`src/rtl/sar_rd_pkg.sv`:
```
`timescale 1ns/1ps
package sar_rd_pkg;
  localparam int MAX_BITS = 12;

  typedef enum logic [1:0] {ST_IDLE, ST_SETUP, ST_SHIFT, ST_TAIL} sar_st_e;

  function automatic logic [3:0] res_bits(input logic [1:0] res);
    case (res)
      2'd0:    res_bits = 4'd12;
      2'd1:    res_bits = 4'd10;
      default: res_bits = 4'd8;
    endcase
  endfunction
endpackage

```
`src/rtl/sar_cfg.sv`:
```
`timescale 1ns/1ps
module sar_cfg #(
  parameter int DIV_W  = 8,
  parameter int SAMP_W = 10,
  parameter int TAIL_W = 8,
  parameter int CNT_W  = 12
) (
  input  logic [DIV_W-1:0]  half_i,
  input  logic [SAMP_W-1:0] min_samp_i,
  input  logic [TAIL_W-1:0] tail_i,
  output logic [CNT_W-1:0]  half_o,
  output logic [CNT_W-1:0]  setup_o,
  output logic [CNT_W-1:0]  tail_o
);
  logic [CNT_W-1:0] h, acq, ms, diff, tl;

  always_comb begin
    h    = (half_i == '0) ? CNT_W'(1) : CNT_W'(half_i);
    acq  = h << 2;  // two full periods after the setup interval
    ms   = CNT_W'(min_samp_i);
    diff = ms - acq;
    tl   = CNT_W'(tail_i);
    half_o  = h;
    setup_o = (ms > acq && diff > h) ? diff : h;
    tail_o  = (tl > h) ? tl : h;
  end
endmodule

```
`src/rtl/sar_shift.sv`:
```
`timescale 1ns/1ps
module sar_shift #(
  parameter int DATA_W = 12
) (
  input  logic              clk_i,
  input  logic              rst_ni,
  input  logic              clr_i,
  input  logic              en_i,
  input  logic              bit_i,
  output logic [DATA_W-1:0] word_o
);
  always_ff @(posedge clk_i or negedge rst_ni) begin
    if (!rst_ni)    word_o <= '0;
    else if (clr_i) word_o <= '0;
    else if (en_i)  word_o <= {word_o[DATA_W-2:0], bit_i};
  end
endmodule

```
`src/rtl/sar_rd_ctrl.sv`:
```
`timescale 1ns/1ps
module sar_rd_ctrl
  import sar_rd_pkg::*;
#(
  parameter int DIV_W  = 8,
  parameter int SAMP_W = 10,
  parameter int TAIL_W = 8
) (
  input  logic                clk_i,
  input  logic                rst_ni,
  input  logic                start_i,
  input  logic [1:0]          res_i,
  input  logic [DIV_W-1:0]    half_i,
  input  logic [SAMP_W-1:0]   min_samp_i,
  input  logic [TAIL_W-1:0]   tail_i,
  input  logic                sdo_i,
  output logic                cs_no,
  output logic                sclk_o,
  output logic                busy_o,
  output logic                valid_o,
  output logic [MAX_BITS-1:0] data_o
);
  localparam int DATA_W = MAX_BITS;
  localparam int A_W    = (SAMP_W > DIV_W + 2) ? SAMP_W : DIV_W + 2;
  localparam int CNT_W  = ((A_W > TAIL_W) ? A_W : TAIL_W) + 1;
  localparam int PH_W   = $clog2(2 * (MAX_BITS + 3));

  sar_st_e          st_q;
  logic [CNT_W-1:0] cnt_q, h_q, tail_q, h_c, setup_c, tail_c;
  logic [PH_W-1:0]  ph_q, ph_hi, ph_last;
  logic [3:0]       bits_q;
  logic [DATA_W-1:0] word;
  logic             tick, take, shift_en;

  sar_cfg #(.DIV_W(DIV_W), .SAMP_W(SAMP_W), .TAIL_W(TAIL_W), .CNT_W(CNT_W)) cfg_i (
    .half_i(half_i), .min_samp_i(min_samp_i), .tail_i(tail_i),
    .half_o(h_c), .setup_o(setup_c), .tail_o(tail_c)
  );

  assign tick    = (cnt_q == '0);
  assign take    = (st_q == ST_IDLE) && start_i;
  assign ph_hi   = PH_W'({bits_q, 1'b0}) + PH_W'(4);
  assign ph_last = ph_hi + PH_W'(1);
  // rising sclk edge of conversion periods 2..B+1
  assign shift_en = (st_q == ST_SHIFT) && tick && !ph_q[0] &&
                    (ph_q >= PH_W'(6)) && (ph_q <= ph_hi);

  sar_shift #(.DATA_W(DATA_W)) shift_i (
    .clk_i(clk_i), .rst_ni(rst_ni), .clr_i(take), .en_i(shift_en),
    .bit_i(sdo_i), .word_o(word)
  );

  always_ff @(posedge clk_i or negedge rst_ni) begin
    if (!rst_ni) begin
      st_q    <= ST_IDLE;
      cs_no   <= 1'b1;
      sclk_o  <= 1'b1;
      valid_o <= 1'b0;
      data_o  <= '0;
      cnt_q   <= '0;
      ph_q    <= '0;
      h_q     <= CNT_W'(1);
      tail_q  <= CNT_W'(1);
      bits_q  <= 4'd12;
    end else begin
      valid_o <= 1'b0;
      case (st_q)
        ST_IDLE: if (start_i) begin
          st_q   <= ST_SETUP;
          cs_no  <= 1'b0;
          cnt_q  <= setup_c - CNT_W'(1);
          h_q    <= h_c;
          tail_q <= tail_c;
          bits_q <= res_bits(res_i);
        end
        ST_SETUP: if (tick) begin
          st_q   <= ST_SHIFT;
          sclk_o <= 1'b0;
          ph_q   <= '0;
          cnt_q  <= h_q - CNT_W'(1);
        end else cnt_q <= cnt_q - CNT_W'(1);
        ST_SHIFT: if (tick) begin
          if (ph_q == ph_last) begin
            st_q    <= ST_TAIL;
            cs_no   <= 1'b1;
            valid_o <= 1'b1;
            data_o  <= word;
            cnt_q   <= tail_q - CNT_W'(1);
          end else begin
            ph_q   <= ph_q + PH_W'(1);
            sclk_o <= ~sclk_o;
            cnt_q  <= h_q - CNT_W'(1);
          end
        end else cnt_q <= cnt_q - CNT_W'(1);
        default: if (tick) st_q <= ST_IDLE;
                 else cnt_q <= cnt_q - CNT_W'(1);
      endcase
    end
  end

  assign busy_o = (st_q != ST_IDLE);

  assert_sclk_idle_R2: assert property (@(posedge clk_i) disable iff (!rst_ni)
    cs_no |-> sclk_o);
  assert_valid_at_cs_rise_R6: assert property (@(posedge clk_i) disable iff (!rst_ni)
    valid_o |-> $rose(cs_no));
  assert_valid_pulse_R6: assert property (@(posedge clk_i) disable iff (!rst_ni)
    valid_o |=> !valid_o);
  assert_busy_cover_R7: assert property (@(posedge clk_i) disable iff (!rst_ni)
    !cs_no |-> busy_o);
  assert_no_restart_R8: assert property (@(posedge clk_i) disable iff (!rst_ni)
    $fell(cs_no) |-> $past(!busy_o));
  assert_cfg_hold_R9: assert property (@(posedge clk_i) disable iff (!rst_ni)
    (busy_o && !$fell(cs_no)) |-> ($stable(h_q) && $stable(bits_q) && $stable(tail_q)));
endmodule

```
`config.mk`:
```
export PLATFORM = sky130hd
export DESIGN_NAME = sar_rd_ctrl
export DESIGN_NICKNAME = d
export VERILOG_FILES = /design/src/rtl/sar_rd_pkg.sv /design/src/rtl/sar_cfg.sv /design/src/rtl/sar_shift.sv /design/src/rtl/sar_rd_ctrl.sv
export SDC_FILE = /design/constraint.sdc
export NUM_CORES = 1
export LEC_CHECK = 0
export ABC_AREA = 1
export BUFFER_PORTS_ARGS = -buffer_cell sky130_fd_sc_hd__buf_4
export CORE_ASPECT_RATIO = 1.4
export CORE_UTILIZATION = 60
export DETAILED_ROUTE_END_ITERATION = 7
export HOLD_SLACK_MARGIN = 0.05
export MAX_ROUTING_LAYER = met4
export PLACE_DENSITY = 0.81
export SYNTH_ARGS = -nofsm -noshare
export SYNTH_HDL_FRONTEND = slang
export SYNTH_SLANG_ARGS = --single-unit
```
`constraint.sdc`:
```
create_clock -name clk_i -period 2.94 [get_ports clk_i]
set_clock_uncertainty 0.15 [all_clocks]
set_input_delay 0.441 -clock clk_i [delete_from_list [all_inputs] [get_ports clk_i]]
set_output_delay 0.441 -clock clk_i [all_outputs]
set_load 0.005 [all_outputs]
```
# Word-level counts from Yosys, hierarchy flattened
# Cells that the tools add are included.
[classes]
add_sub_neg = 8
multipliers = 0
div_mod_pow = 0
magnitude_cmp = 5
n_eq_ne = 10
shift = 0
n_mux = 33
bitwise_logic = 1
reduce_logical = 22
[op_table]
columns = ["op", "n"]
rows = [
  ["11-bit two-way mux", 7],
  ["11-bit by 1-bit subtractor with 11-bit output (second input constant)", 4],
  ["11-bit case mux with 3 select lines", 1],
  ["12-bit two-way mux", 2],
  ["5-bit two-way mux", 3],
  ["10-bit by 11-bit > comparator with 1-bit output", 1],
  ["11-bit > comparator", 1],
  ["8-bit by 11-bit > comparator with 1-bit output", 1],
  ["11-bit logical NOT", 1],
  ["10-bit by 11-bit subtractor with 11-bit output", 1],
  ["5-bit by 1-bit adder with 5-bit output (second input constant)", 2],
  ["2-bit two-way mux", 5],
  ["5-bit case mux with 2 select lines", 1],
  ["2-bit nonzero test", 5],
  ["1-bit two-way mux", 9],
  ["8-bit logical NOT", 1],
  ["8-bit two-way mux", 1],
  ["2-bit inequality test (second input constant)", 4],
  ["4-bit AND reduction", 2],
  ["1-bit logical AND", 6],
  ["2-bit case mux with 3 select lines", 1],
  ["3-bit case mux with 2 select lines", 1],
  ["5-bit by 3-bit adder with 5-bit output (second input constant)", 1],
  ["5-bit equality test", 1],
  ["other kinds (13)", 17],
]
[word_totals]
register_bits = 71
latchBits = 0
mem_bits_rw = 0
romBits = 0
input_bits = 32
out_inout_bits = 16
word_cells = 90
mem_count = 0

# Logic depth before layout (Yosys ltp)
[depth]
depth_word = 9
ltp_mapped = 33
ltp_nobuf = 32

# Modules after synthesis
# Synthesis repeated with hierarchy kept, for this count alone.
[unflattened]
hier_cells = 763
area_unflattened_um2 = 5406.4
[by_module_without_submodules]
columns = ["mod", "instances", "cells_per_inst", "area_each_um2", "seq_area_each_um2"]
rows = [
  ["sar_rd_ctrl", 1, 514, 3708.6, 1432.6],
  ["sar_cfg", 1, 196, 1206.2, 0.0],
  ["sar_shift", 1, 53, 491.7, 300.3],
]

# Worst setup path after synthesis
# No wires, ideal clock.
[synth_path]
path_type = "in2reg"
start = "input half_i[1]"
end = "register cnt_q[8]"
setup_time_ns = 0.117
arrival_time_ns = 3.952
t_required_ns = 2.673
path_slack_ns = -1.278
path_stages = 30
n_path_buf = 1
path_cell_list = "inv_1 > nand4_1 > nor4_1 > nor2_1 > inv_1 > ha_1 > fa_1 > o21ai_2 > xor2_1 > ha_1 > nand2_1 > inv_1 > nand2_1 > nand2_1 > nand2_1 > nand3_1 > a21oi_2 > nand2_4 > nand2_4 > buf_12 > nand2_4 > nand2_4 > ha_1 > inv_1 > nor2_4 > nand3_1 > nand3_1 > nand2_1 > nand2_1 > nand2_1"
[synth_between]
elab_chain_cells = 9
word_cells_on_any_way = 10
cone_classes = "add/sub: 2; order compare: 2; mux: 4; reduce/logical: 2"
[synth_lines]
columns = ["item", "line", "source"]
rows = [
  ["start, declared", "sar_rd_ctrl.sv:13", "input logic [DIV_W-1:0] half_i,"],
  ["8-bit logical NOT *", "sar_cfg.sv:18", "h = (half_i == '0) ? CNT_W'(1) : CNT_W'(half_i);"],
  ["8-bit two-way mux *", "sar_cfg.sv:18", ""],
  ["via cfg_i.half_o[0]", "sar_cfg.sv:11", "output logic [CNT_W-1:0] half_o,"],
  ["10-bit by 11-bit subtractor with 11-bit output", "sar_cfg.sv:21", "diff = ms - acq;"],
  ["11-bit > comparator", "sar_cfg.sv:24", "setup_o = (ms > acq && diff > h) ? diff : h;"],
  ["1-bit logical AND", "sar_cfg.sv:24", ""],
  ["11-bit two-way mux *", "sar_cfg.sv:24", ""],
  ["11-bit by 1-bit subtractor with 11-bit output *", "sar_rd_ctrl.sv:71", "cnt_q <= setup_c - CNT_W'(1);"],
  ["11-bit two-way mux *", "sar_rd_ctrl.sv:68", "ST_IDLE: if (start_i) begin"],
  ["11-bit case mux with 3 select lines *", "sar_rd_ctrl.sv:67", "case (st_q)"],
  ["end signal, assigned", "sar_rd_ctrl.sv:71", ""],
  ["end signal, assigned", "sar_rd_ctrl.sv:80", "cnt_q <= h_q - CNT_W'(1);"],
  ["end signal, assigned", "sar_rd_ctrl.sv:81", "end else cnt_q <= cnt_q - CNT_W'(1);"],
  ["end, declared", "sar_rd_ctrl.sv:29", "logic [CNT_W-1:0] cnt_q, h_q, tail_q, h_c, setup_c, tail_c;"],
]
# Mark *: on every way through the listed nets, which the timed path passes. The rest lies on a longest branch. The select of a mux whose other input is x is not followed.
# A chain may end at the register's enable or synchronous reset.

# Final worst setup path
[layout_path]
start = "input half_i[2]"
end = "register cnt_q[7]"
# The elaborated chain is that of the path after synthesis.

==> metrics.csv <==
stage,metric,value,unit
yosys,syn_inst,660,
setup_path,cp_top_family,simple AND/OR/NAND/NOR gates,
clocking,root_buffer,clkbuf_8,
yosys,synth_seq_cells,63,
final_layout,areaGrowthSynthToFinish,33.2,%
floorplanning,core,7800,sq um
setup_path,cp_slowest_cell,ha_1,
grt,track_usage,0.366,
yosys,yosys.area.top_type_share,0.300,
floorplanning,io_pins,48,
yosys,yosysSeqAreaShare,0.327,
place,portBuffers,47,
detailed_routing,route.detailed.drc,0,
yosys,ys.flop_type,dfrtp_1,
power_and_ir_drop,ir_worst_vdd,463,uV
sta,final-max-slew-violation-count,0,
clocking,clk_latency,0.35,ns
grt,grt_max_degree,64,
power_and_ir_drop,p_per_area,719,nW/um^2
place,dp_hpwl,9980,microns
final_layout,final_cells,904,
place,place_congestion,0.993,
yosys,syn_area,4840,sq um
setup_path,cp_common_cell,nand2_1,
yosys,synth_cell_type_count,50,
yosys,synth_nets,733,
run_status,status,"complete, but fails checks",
sta,finalHoldViolCount,0,
sta,fmax,0.254,GHz
detailed_routing,drtAntennaViolNets,0,
clocking,numCtsBuffers,9,
worst_hold_path,hold_path_class,input pin to register,
grt,grt_pass1_vias,5089,
yosys,synthTopCellsByCount,"153 x nand2_1, 104 x inv_1, 58 x dfrtp_1, 57 x o21ai_0, 41 x nor2_1",
yosys,synth_area_leaders,"dfrtp_1 30%, nand2_1 12%, ha_1 10%",
setup_path,crit_buf_inv,6,
sta,period_share,1.34,
grt,grt_overflow,0,
final_layout,nNetsFinal,872,
final_layout,antenna_cells,0,
setup_path,arrival,4.08,ns
detailed_routing,vias,5240,
sta,fin_ws,-0.993,ns
final_layout,drive_gt1_frac,0.302,
detailed_routing,viasPerCell,5.80,
sta,post-route-min-period,3.93,ns
setup_path,crit_fanout,7,
clocking,clkSlewWorstSetupHoldPaths,0.08,ns
yosys,syn_area_per_cell,7.34,sq um
yosys,synthArstFlopShare,1.00,
sta,setup_viol,11,
run_status,violations,negative setup slack,
detailed_routing,firstDrtPassIters,7,
detailed_routing,totalWireLength,15600,microns
sta,relSlewSlack,0.451,
sta,grt_setup_unrepaired,true,
sta,finalSetupTns,-10.26,ns
sta,worst_pin_slew,0.802,ns
floorplanning,die_x,77.9,microns
setup_path,worstSetupPathType,input pin to register,
power_and_ir_drop,p_leak,3.33,nW
final_layout,fillCellCount,465,
setup_path,cp.required,3.08,ns
yosys,synth_top_cell_by_area,dfrtp_1,
clocking,cts_max_path_buffers,2,
yosys,post-synth-top-count-cell,nand2_1,
clocking,htree_levels,3,
setup_path,crit_cells,32,
setup_path,crit_path_start_kind,input pin,
setup_path,worst_r2r_path_depth,17,
place,dp.cells,863,
setup_path,cpPeakStageDelay,0.34,ns
detailed_routing,drt_iter0_drc,450,
clocking,cts_tree,yes,
worst_hold_path,hold_depth,2,
grt,grt_pass1_wl,23200,microns
yosys,ys_warn_count,0,
floorplanning,die_height,108,microns
run,maxCapViolations,0,
yosys,synth_edf_count,0,
grt,antenna_found_initial,0,
clocking,cts.sinks,63,
detailed_routing,wl_per_cell,17.3,microns
floorplanning,start_util,0.621,
floorplanning,die_area,8440,sq um
floorplanning,row_count,38,
setup_path,worstSetupEndpointType,register,
[path summary, 6_finish.rpt]
path                       slack [ns]                    end             startpoint
max in group asynchronous        1.55     h_q[4]$_DFFE_PN0P_                 rst_ni
hold reg to reg                  0.34  data_o[9]$_DFFE_PN0P_  data_o[9]$_DFFE_PN0P_
setup reg to reg                -0.26   cnt_q[5]$_DFFE_PN0P_  bits_q[2]$_DFFE_PN1P_
min in group asynchronous        0.56  bits_q[1]$_DFFE_PN0P_                 rst_ni
setup / recovery                -0.99   cnt_q[7]$_DFFE_PN0P_              half_i[2]
hold / removal                   0.12  bits_q[2]$_DFFE_PN1P_               res_i[1]
[routing by layer]
| layer | up-vias | track usage | wire length (microns) |
|---|---|---|---|
| li1 | 2440 | - | - |
| met1 | 2438 | 0.366 | 5720 |
| met2 | 264 | 0.671 | 7990 |
| met3 | 98 | 0.0456 | 868 |
| met4 | 0 | 0.229 | 1060 |
| met5 | - | - | 0 |
[area by class of cell]
type,instances,area (sq um),area share
Timing Repair Buffer,141,1110,0.172
Multi-Input combinational cell,477,3030,0.469
Tap cell,100,125,0.0194
Sequential cell,63,1580,0.245
Clock inverter,7,72.6,0.0112
Clock buffer,9,124,0.0192
Inverter,107,409,0.0634
[per-stage QoR]
step	setup WS (ns)	power (mW)	util	hold slack, ns	cell area (sq um)
2_1_floorplan	-1.21	2.82	-	-0.00459	4880
3_3_place_gp	-1.08	3.51	0.745	0.317	5810
3_5_place_dp	-1.21	3.59	0.745	0.324	5810
4_1_cts	-0.686	4.46	0.815	0.112	6350
5_1_grt	-1.19	4.96	0.827	0.126	6450
6_report	-0.993	4.64	0.827	0.115	6450
[registers in the layout, summed over array words and instances, names as in the netlist]
| register | count |
|---|---|
| data_o | 12 |
| ph_q | 5 |
| tail_q | 8 |
| sclk_o | 1 |
| bits_q | 2 |
| h_q | 8 |
| cs_no | 1 |
| valid_o | 1 |
| st_q | 2 |
| cnt_q | 11 |
| shift_i.word_o | 12 |
[kinds of logic (layout without fill, tap and decap cells)]
kind of cell | count (synthesis) | count (layout) | synth area share
AOI/OAI and AO/OA | 136 | 136 | 0.162
adders and majority gates | 41 | 41 | 0.107
and+or+nand+nor | 280 | 280 | 0.270
xor gates and xnor gates | 20 | 20 | 0.0362
buffers and inverters | 120 | 264 | 0.0974
DFF | 63 | 63 | 0.327
[cells in the final DEF, fill, tap and decap left out, types with 13 or more instances in the layout]
| master | instances |
|---|---|
| inv_1 | 97 |
| nand2_1 | 143 |
| nand2_2 | 18 |
| buf_4 | 132 |
| o21ai_0 | 52 |
| xor2_1 | 13 |
| nand3_1 | 30 |
| ha_1 | 37 |
| nor2_1 | 39 |
| dfrtp_1 | 58 |
| a21oi_1 | 37 |
[report_power, final]
group | leakage [nW] | switching, mW | internal [mW]
logic | 2.42 | 1.55 | 1.01
registers | 0.816 | 0.208 | 1.11
clock network | 0.0956 | 0.366 | 0.392
[repair_timing]
action,CTS,global route
endpoints found under the hold margin,7,0
setup buffers,27,2
setup endpoints to repair,11,20
gates cloned,0,0
pin swaps,20,32
hold buffers,1,0
gates resized for setup,36,24
(Power assumes the default switching activity.)
